$ cat src/rtl/cpwm_pkg.sv
package cpwm_pkg;
  typedef enum logic [1:0] {
    ADDR_TOP   = 2'd0,
    ADDR_CMP   = 2'd1,
    ADDR_CTRL  = 2'd2,
    ADDR_FORCE = 2'd3
  } addr_e;

  typedef struct packed {
    logic       inv_en;
    logic       true_en;
    logic       pwm;
    logic [1:0] omode;
    logic [2:0] clksel;
  } ctrl_t;

  localparam logic [1:0] OM_PWM  = 2'b01;
  localparam logic [1:0] OM_CLR  = 2'b10;
  localparam logic [1:0] OM_SET  = 2'b11;
endpackage

$ cat src/rtl/cpwm_prescaler.sv
module cpwm_prescaler #(
  parameter int DIV_W = 3
) (
  input  logic       clk,
  input  logic       rst_n,
  input  logic [2:0] clksel,
  input  logic       restart,
  output logic       tick
);
  localparam int NSTEP = DIV_W + 1;

  logic [DIV_W-1:0] div_q;
  logic [DIV_W-1:0] lim;
  logic             run;

  assign run = (clksel != 3'd0);

  always_comb begin
    lim = '0;
    for (int i = 0; i < NSTEP; i++) begin
      if (int'(clksel) == i + 1 || (i == NSTEP - 1 && int'(clksel) > NSTEP))
        lim = DIV_W'((1 << i) - 1);
    end
  end

  assign tick = run && (div_q == lim);

  always_ff @(posedge clk) begin
    if (!rst_n)                    div_q <= '0;
    else if (!run || restart || tick) div_q <= '0;
    else                           div_q <= div_q + 1'b1;
  end


  restart_quiet_chk: assert property (@(posedge clk) disable iff (!rst_n)
    (restart && lim != '0) |=> !tick);

  stop_no_tick_chk: assert property (@(posedge clk) disable iff (!rst_n)
    (clksel == 3'd0) |=> (div_q == '0));
endmodule

$ cat src/rtl/cpwm_count.sv
module cpwm_count #(
  parameter int CNT_W = 8
) (
  input  logic             clk,
  input  logic             rst_n,
  input  logic             tick,
  input  logic             pwm,
  input  logic             wr_top,
  input  logic             wr_cmp,
  input  logic [CNT_W-1:0] wval,
  output logic             set_ev,
  output logic             clr_ev
);
  logic [CNT_W-1:0] cnt_q, top_q, cmp_act_q, cmp_buf_q, cnt_inc;
  logic             at_top;

  assign at_top  = (cnt_q == top_q);
  assign cnt_inc = cnt_q + 1'b1;
  assign set_ev  = tick && at_top;
  assign clr_ev  = tick && !at_top && (cnt_inc == cmp_act_q);

  always_ff @(posedge clk) begin
    if (!rst_n) begin
      cnt_q     <= '0;
      top_q     <= '0;
      cmp_act_q <= '0;
      cmp_buf_q <= '0;
    end else begin
      if (wr_top) begin
        top_q <= wval;
        cnt_q <= '0;
      end else if (tick) begin
        cnt_q <= at_top ? '0 : cnt_inc;
      end
      if (wr_cmp) cmp_buf_q <= wval;
      if (set_ev) cmp_act_q <= cmp_buf_q;
      if (wr_cmp && !pwm) cmp_act_q <= wval;
    end
  end


  cnt_le_top_chk: assert property (@(posedge clk) disable iff (!rst_n)
    cnt_q <= top_q);

  wrap_to_zero_chk: assert property (@(posedge clk) disable iff (!rst_n)
    (set_ev && !wr_top) |=> (cnt_q == '0));

  frozen_cnt_chk: assert property (@(posedge clk) disable iff (!rst_n)
    (!tick && !wr_top) |=> $stable(cnt_q));

  cmp_hold_chk: assert property (@(posedge clk) disable iff (!rst_n)
    (pwm && !set_ev) |=> $stable(cmp_act_q));

  cmp_direct_chk: assert property (@(posedge clk) disable iff (!rst_n)
    (wr_cmp && !pwm) |=> (cmp_act_q == $past(wval)));
endmodule

$ cat src/rtl/cpwm_wave.sv
module cpwm_wave
  import cpwm_pkg::*;
(
  input  logic       clk,
  input  logic       rst_n,
  input  logic       pwm,
  input  logic [1:0] omode,
  input  logic       force_stb,
  input  logic       set_ev,
  input  logic       clr_ev,
  input  logic       true_en,
  input  logic       inv_en,
  output logic       pin_true,
  output logic       pin_inv
);
  logic ff_q;

  always_ff @(posedge clk) begin
    if (!rst_n) begin
      ff_q <= 1'b0;
    end else if (pwm) begin
      if (omode == OM_PWM) begin
        if (set_ev)      ff_q <= 1'b1;
        else if (clr_ev) ff_q <= 1'b0;
      end
    end else if (force_stb) begin
      if (omode == OM_CLR)      ff_q <= 1'b0;
      else if (omode == OM_SET) ff_q <= 1'b1;
    end
  end

  assign pin_true = true_en & ff_q;
  assign pin_inv  = inv_en & ~ff_q;


  force_ignored_chk: assert property (@(posedge clk) disable iff (!rst_n)
    (pwm && force_stb && !set_ev && !clr_ev) |=> $stable(ff_q));

  ff_retain_chk: assert property (@(posedge clk) disable iff (!rst_n)
    (!pwm && !force_stb) |=> $stable(ff_q));

  wrap_sets_chk: assert property (@(posedge clk) disable iff (!rst_n)
    (pwm && omode == OM_PWM && set_ev) |=> ff_q);

  true_gate_chk: assert property (@(posedge clk) disable iff (!rst_n)
    !true_en |-> !pin_true);

  inv_gate_chk: assert property (@(posedge clk) disable iff (!rst_n)
    !inv_en |-> !pin_inv);
endmodule

$ cat src/rtl/cpwm_channel.sv
module cpwm_channel
  import cpwm_pkg::*;
#(
  parameter int CNT_W = 8,
  parameter int DIV_W = 3
) (
  input  logic       clk,
  input  logic       rst_n,
  input  logic       wr_en,
  input  logic [1:0] wr_addr,
  input  logic [7:0] wr_data,
  output logic       pin_true,
  output logic       pin_inv
);
  ctrl_t ctrl_q;
  logic  wr_top, wr_cmp, force_stb, tick, set_ev, clr_ev;

  assign wr_top    = wr_en && (wr_addr == ADDR_TOP);
  assign wr_cmp    = wr_en && (wr_addr == ADDR_CMP);
  assign force_stb = wr_en && (wr_addr == ADDR_FORCE) && wr_data[0];

  always_ff @(posedge clk) begin
    if (!rst_n)                                 ctrl_q <= '0;
    else if (wr_en && wr_addr == ADDR_CTRL)     ctrl_q <= ctrl_t'(wr_data);
  end

  cpwm_prescaler #(.DIV_W(DIV_W)) u_pre (
    .clk(clk), .rst_n(rst_n), .clksel(ctrl_q.clksel),
    .restart(wr_top), .tick(tick)
  );

  cpwm_count #(.CNT_W(CNT_W)) u_cnt (
    .clk(clk), .rst_n(rst_n), .tick(tick), .pwm(ctrl_q.pwm),
    .wr_top(wr_top), .wr_cmp(wr_cmp), .wval(CNT_W'(wr_data)),
    .set_ev(set_ev), .clr_ev(clr_ev)
  );

  cpwm_wave u_wave (
    .clk(clk), .rst_n(rst_n), .pwm(ctrl_q.pwm), .omode(ctrl_q.omode),
    .force_stb(force_stb), .set_ev(set_ev), .clr_ev(clr_ev),
    .true_en(ctrl_q.true_en), .inv_en(ctrl_q.inv_en),
    .pin_true(pin_true), .pin_inv(pin_inv)
  );


  complement_chk: assert property (@(posedge clk) disable iff (!rst_n)
    (ctrl_q.true_en && ctrl_q.inv_en) |-> (pin_true != pin_inv));
endmodule

$ cat config.mk
export PLATFORM = sky130hd
export DESIGN_NAME = cpwm_channel
export DESIGN_NICKNAME = d
export VERILOG_FILES = /design/src/rtl/cpwm_pkg.sv /design/src/rtl/cpwm_prescaler.sv /design/src/rtl/cpwm_count.sv /design/src/rtl/cpwm_wave.sv /design/src/rtl/cpwm_channel.sv
export SDC_FILE = /design/constraint.sdc
export NUM_CORES = 1
export LEC_CHECK = 0
export ABC_CLOCK_PERIOD_IN_PS = 4600
export BUFFER_PORTS_ARGS = -buffer_cell sky130_fd_sc_hd__buf_2
export CORE_MARGIN = 2
export CORE_UTILIZATION = 35
export DETAILED_ROUTE_END_ITERATION = 12
export GPL_TIMING_DRIVEN = 0
export PLACE_DENSITY_LB_ADDON = 0.15
export SLEW_MARGIN = 10
export SYNTH_ARGS = -nofsm -noshare
export SYNTH_HDL_FRONTEND = slang
export SYNTH_HIERARCHICAL = 1
export SYNTH_SLANG_ARGS = --single-unit
$ cat constraint.sdc
create_clock -name clk -period 4.6 [get_ports clk]
set_input_delay 0.46 -clock clk [delete_from_list [all_inputs] [get_ports clk]]
set_output_delay 0.46 -clock clk [all_outputs]
set_load 0.02 [all_outputs]
==> results.sh <==
export IMPL_status="finished clean"
export IMPL_die_h_um=85.54
export IMPL_min_path_type="primary input to register"
export IMPL_wirelength_um=5141
export IMPL_p_switching_mw=0.1890
export IMPL_endpoint_kind="register"
export IMPL_routabilityCongestion=0.7625
export IMPL_antenna_found_initial=0
export IMPL_clock_latency_ns=0.30
export IMPL_p_sw_share_pct=22.65
export IMPL_final_common_cell="dfxtp_1"
export IMPL_synth_edf_count=0
export IMPL_antenna_cells=0
export IMPL_num_rows=29
export IMPL_layout_common_cells="dfxtp_1, mux2i_1, nand2_1, buf_2, nor2b_1"
export IMPL_syn_avg_cell_area_sq_um=9.309
export IMPL_ant_nets=0
export IMPL_ctsHtreeMaxLevel=2
export IMPL_pwr_density_cell_mw_per_mm2=318.1
export IMPL_yosys_area_top_type="dfxtp_1"
export IMPL_drv_cap=0
export IMPL_ys_flop_type="dfxtp_1"
export IMPL_grt_pass1_vias=1708
export IMPL_grt_pass1_wl_um=8845
export IMPL_tightest_slew_ns=0.7336
export IMPL_arrival_ns=3.20
export IMPL_coreArea_sq_mm=0.006386
export IMPL_synth_seq_cells=44
export IMPL_port_buffers=14
export IMPL_critPathLaunchType="register"
export IMPL_cts_tree="built"
export IMPL_post_route_min_period_ns=3.015
export IMPL_tns_ns=0
export IMPL_crit_fanout=10
export IMPL_num_vias=1767
export IMPL_ys_types=46
export IMPL_ir_drop_uv=161.8
export IMPL_clk_path_buf_depth=2
export IMPL_fin_area_sq_mm=0.002623
export IMPL_synth_async_reset_ratio_pct=0
export IMPL_viasPerCell=5.078
export IMPL_p_comb_share_pct=10.1
export IMPL_p_int_mw=0.6452
export IMPL_pin_count=15
export IMPL_syn_to_final_growth_pct=12.69
export IMPL_grt_max_degree=14
export IMPL_cts_setup_buffers=0
export IMPL_place_area_sq_mm=0.002494
export IMPL_yosys_warnings=6
export IMPL_drv_slew=0
export IMPL_clock_sinks=44
export IMPL_finalCritPeriodShare_pct=65.53
export IMPL_drcViolationCount=0
export IMPL_synthesis_area_sq_mm=0.002327
export IMPL_max_freq_mhz=331.7
export IMPL_initial_core_util_pct=36.44
export IMPL_drive_above_1_share_pct=14.76
export IMPL_clkPwrFrac_pct=41.7
export IMPL_finClkSkew_ns=0.004829
export IMPL_synthCells=250
export IMPL_setup_viol=0
export IMPL_root_buffer="clkbuf_8"
export IMPL_drtIter0Drc=102
export IMPL_synth_area_leaders="dfxtp_1, mux2i_1, nor2b_1"
export IMPL_synth_nets=265
export IMPL_yosysTopAreaCellShare_pct=37.85
export IMPL_worst_ep_required_time_ns=4.79
export IMPL_grt_total_usage_pct=15.49
export IMPL_nNetsFinal=286
export IMPL_fp_dieW_um=85.54
export IMPL_yosysSeqAreaShare_pct=37.85
export IMPL_cts_made_buffers=5
export IMPL_path_class="register to register"
export IMPL_clk_pin_slew_worst_paths_ns=0.08
export IMPL_wl_per_cell_um=14.77
export IMPL_hold_viol=0
export IMPL_rsz0062_at_grt="no"
export IMPL_hold_buffers=0
export IMPL_p_seq_share_pct=48.2
export IMPL_final_util_pct=41.07
export IMPL_slew_headroom_pct=51.10
export IMPL_first_pass_iters=4
export IMPL_cts_resized_gates=0
export IMPL_gr_total_overflow=0
export IMPL_p_leak_nw=1.056
export IMPL_die_area_sq_mm=0.007317
export IMPL_dp_hpwl_um=3720
-- kinds of logic (layout without fill, tap and decap cells) --
group           Yosys count  in the layout  share of synthesized area (%)
simple gates             90             90                          22.58
fa+ha+maj                 2              2                          1.075
xor+xnor                 19             19                          8.118
mux                      33             33                          14.19
buf+inv                  22             43                          5.161
compound gates           40             40                          11.02
flops                    44             44                          37.85
-- through the flow --
step | setup slack [ns] | total power [mW] | instances | hold slack (ns)
detailed placement | 1.582 | 0.4966 | 341 | 0.4438
finish | 1.586 | 0.8342 | 348 | 0.4430
global placement | 1.597 | 0.4958 | 341 | 0.4411
CTS | 1.570 | 0.8470 | 348 | 0.4287
floorplan | 2.122 | 0.4689 | 250 | 0.4301
global route | 1.365 | 0.8724 | 348 | 0.4545
-- routing by layer --
| layer | share of wire [%] | vias up | global-route usage, % |
|---|---|---|---|
| li1 | - | 928 | - |
| met1 | 51 | 806 | 21.38 |
| met2 | 45 | 26 | 24.64 |
| met3 | 2.8 | 7 | 2.310 |
| met4 | 1.6 | 0 | 5.628 |
| met5 | 0 | - | 0 |
-- layout make-up --
class                   count  area [sq um]
fillers                   651          3764
well taps                  77         96.34
multi-input cells         184          1326
clock inverters             2         60.06
repair buffers             14         70.07
flip-flops and latches     44         880.8
clock buffers               5         68.82
plain buffers              18         105.1
inverters                   4         15.01
-- sequential cells by signal (all words and copies together), names as in the netlist --
name and flops:
u_pre/div_q 3, u_cnt/cnt_q 8, u_cnt/cmp_buf_q 8, u_wave/ff_q 1, u_cnt/cmp_act_q 8, ctrl_q 8
u_cnt/top_q 8
-- power by group through the flow --
stage | Combinational (mW) | Sequential [mW] | Clock, mW
4_1_cts | 0.0858 | 0.402 | 0.359
6_report | 0.0841 | 0.402 | 0.348
3_5_place_dp | 0.0856 | 0.411 | 0
3_3_place_gp | 0.0851 | 0.411 | 0
2_1_floorplan | 0.0609 | 0.408 | 0
5_1_grt | 0.0952 | 0.404 | 0.373
-- Yosys cell counts (4+ instances only) --
cell,instances
a21oi_1,11
dfxtp_1,44
xor2_1,10
nand2_1,24
nor3_1,9
o21ai_0,16
xnor2_1,6
mux2i_1,33
nand2b_1,5
a32o_1,5
nor2b_1,19
clkbuf_1,7
buf_2,5
inv_1,4
-- critical path, cell delays in order, from the launching register on --
cell and delay (ns):
dfxtp_1 0.38, or4bb_1 0.51, o22ai_2 0.18, nand2b_1 0.20, clkbuf_1 0.35, nand4b_1 0.15, nor4_1 0.43, and4b_1 0.29
o32ai_1 0.09, a221o_1 0.35
-- worst paths after layout --
kind              startpoint           to  cells after the start  slack (ns)
setup / recovery   ctrl_q[1]  u_wave/ff_q                      9        1.59
hold / removal    wr_data[6]    ctrl_q[6]                      3        0.44
setup reg to reg   ctrl_q[1]  u_wave/ff_q                      9        1.59
hold reg to reg    ctrl_q[7]    ctrl_q[7]                      2        0.46
Power figures use the tool's default switching activity.
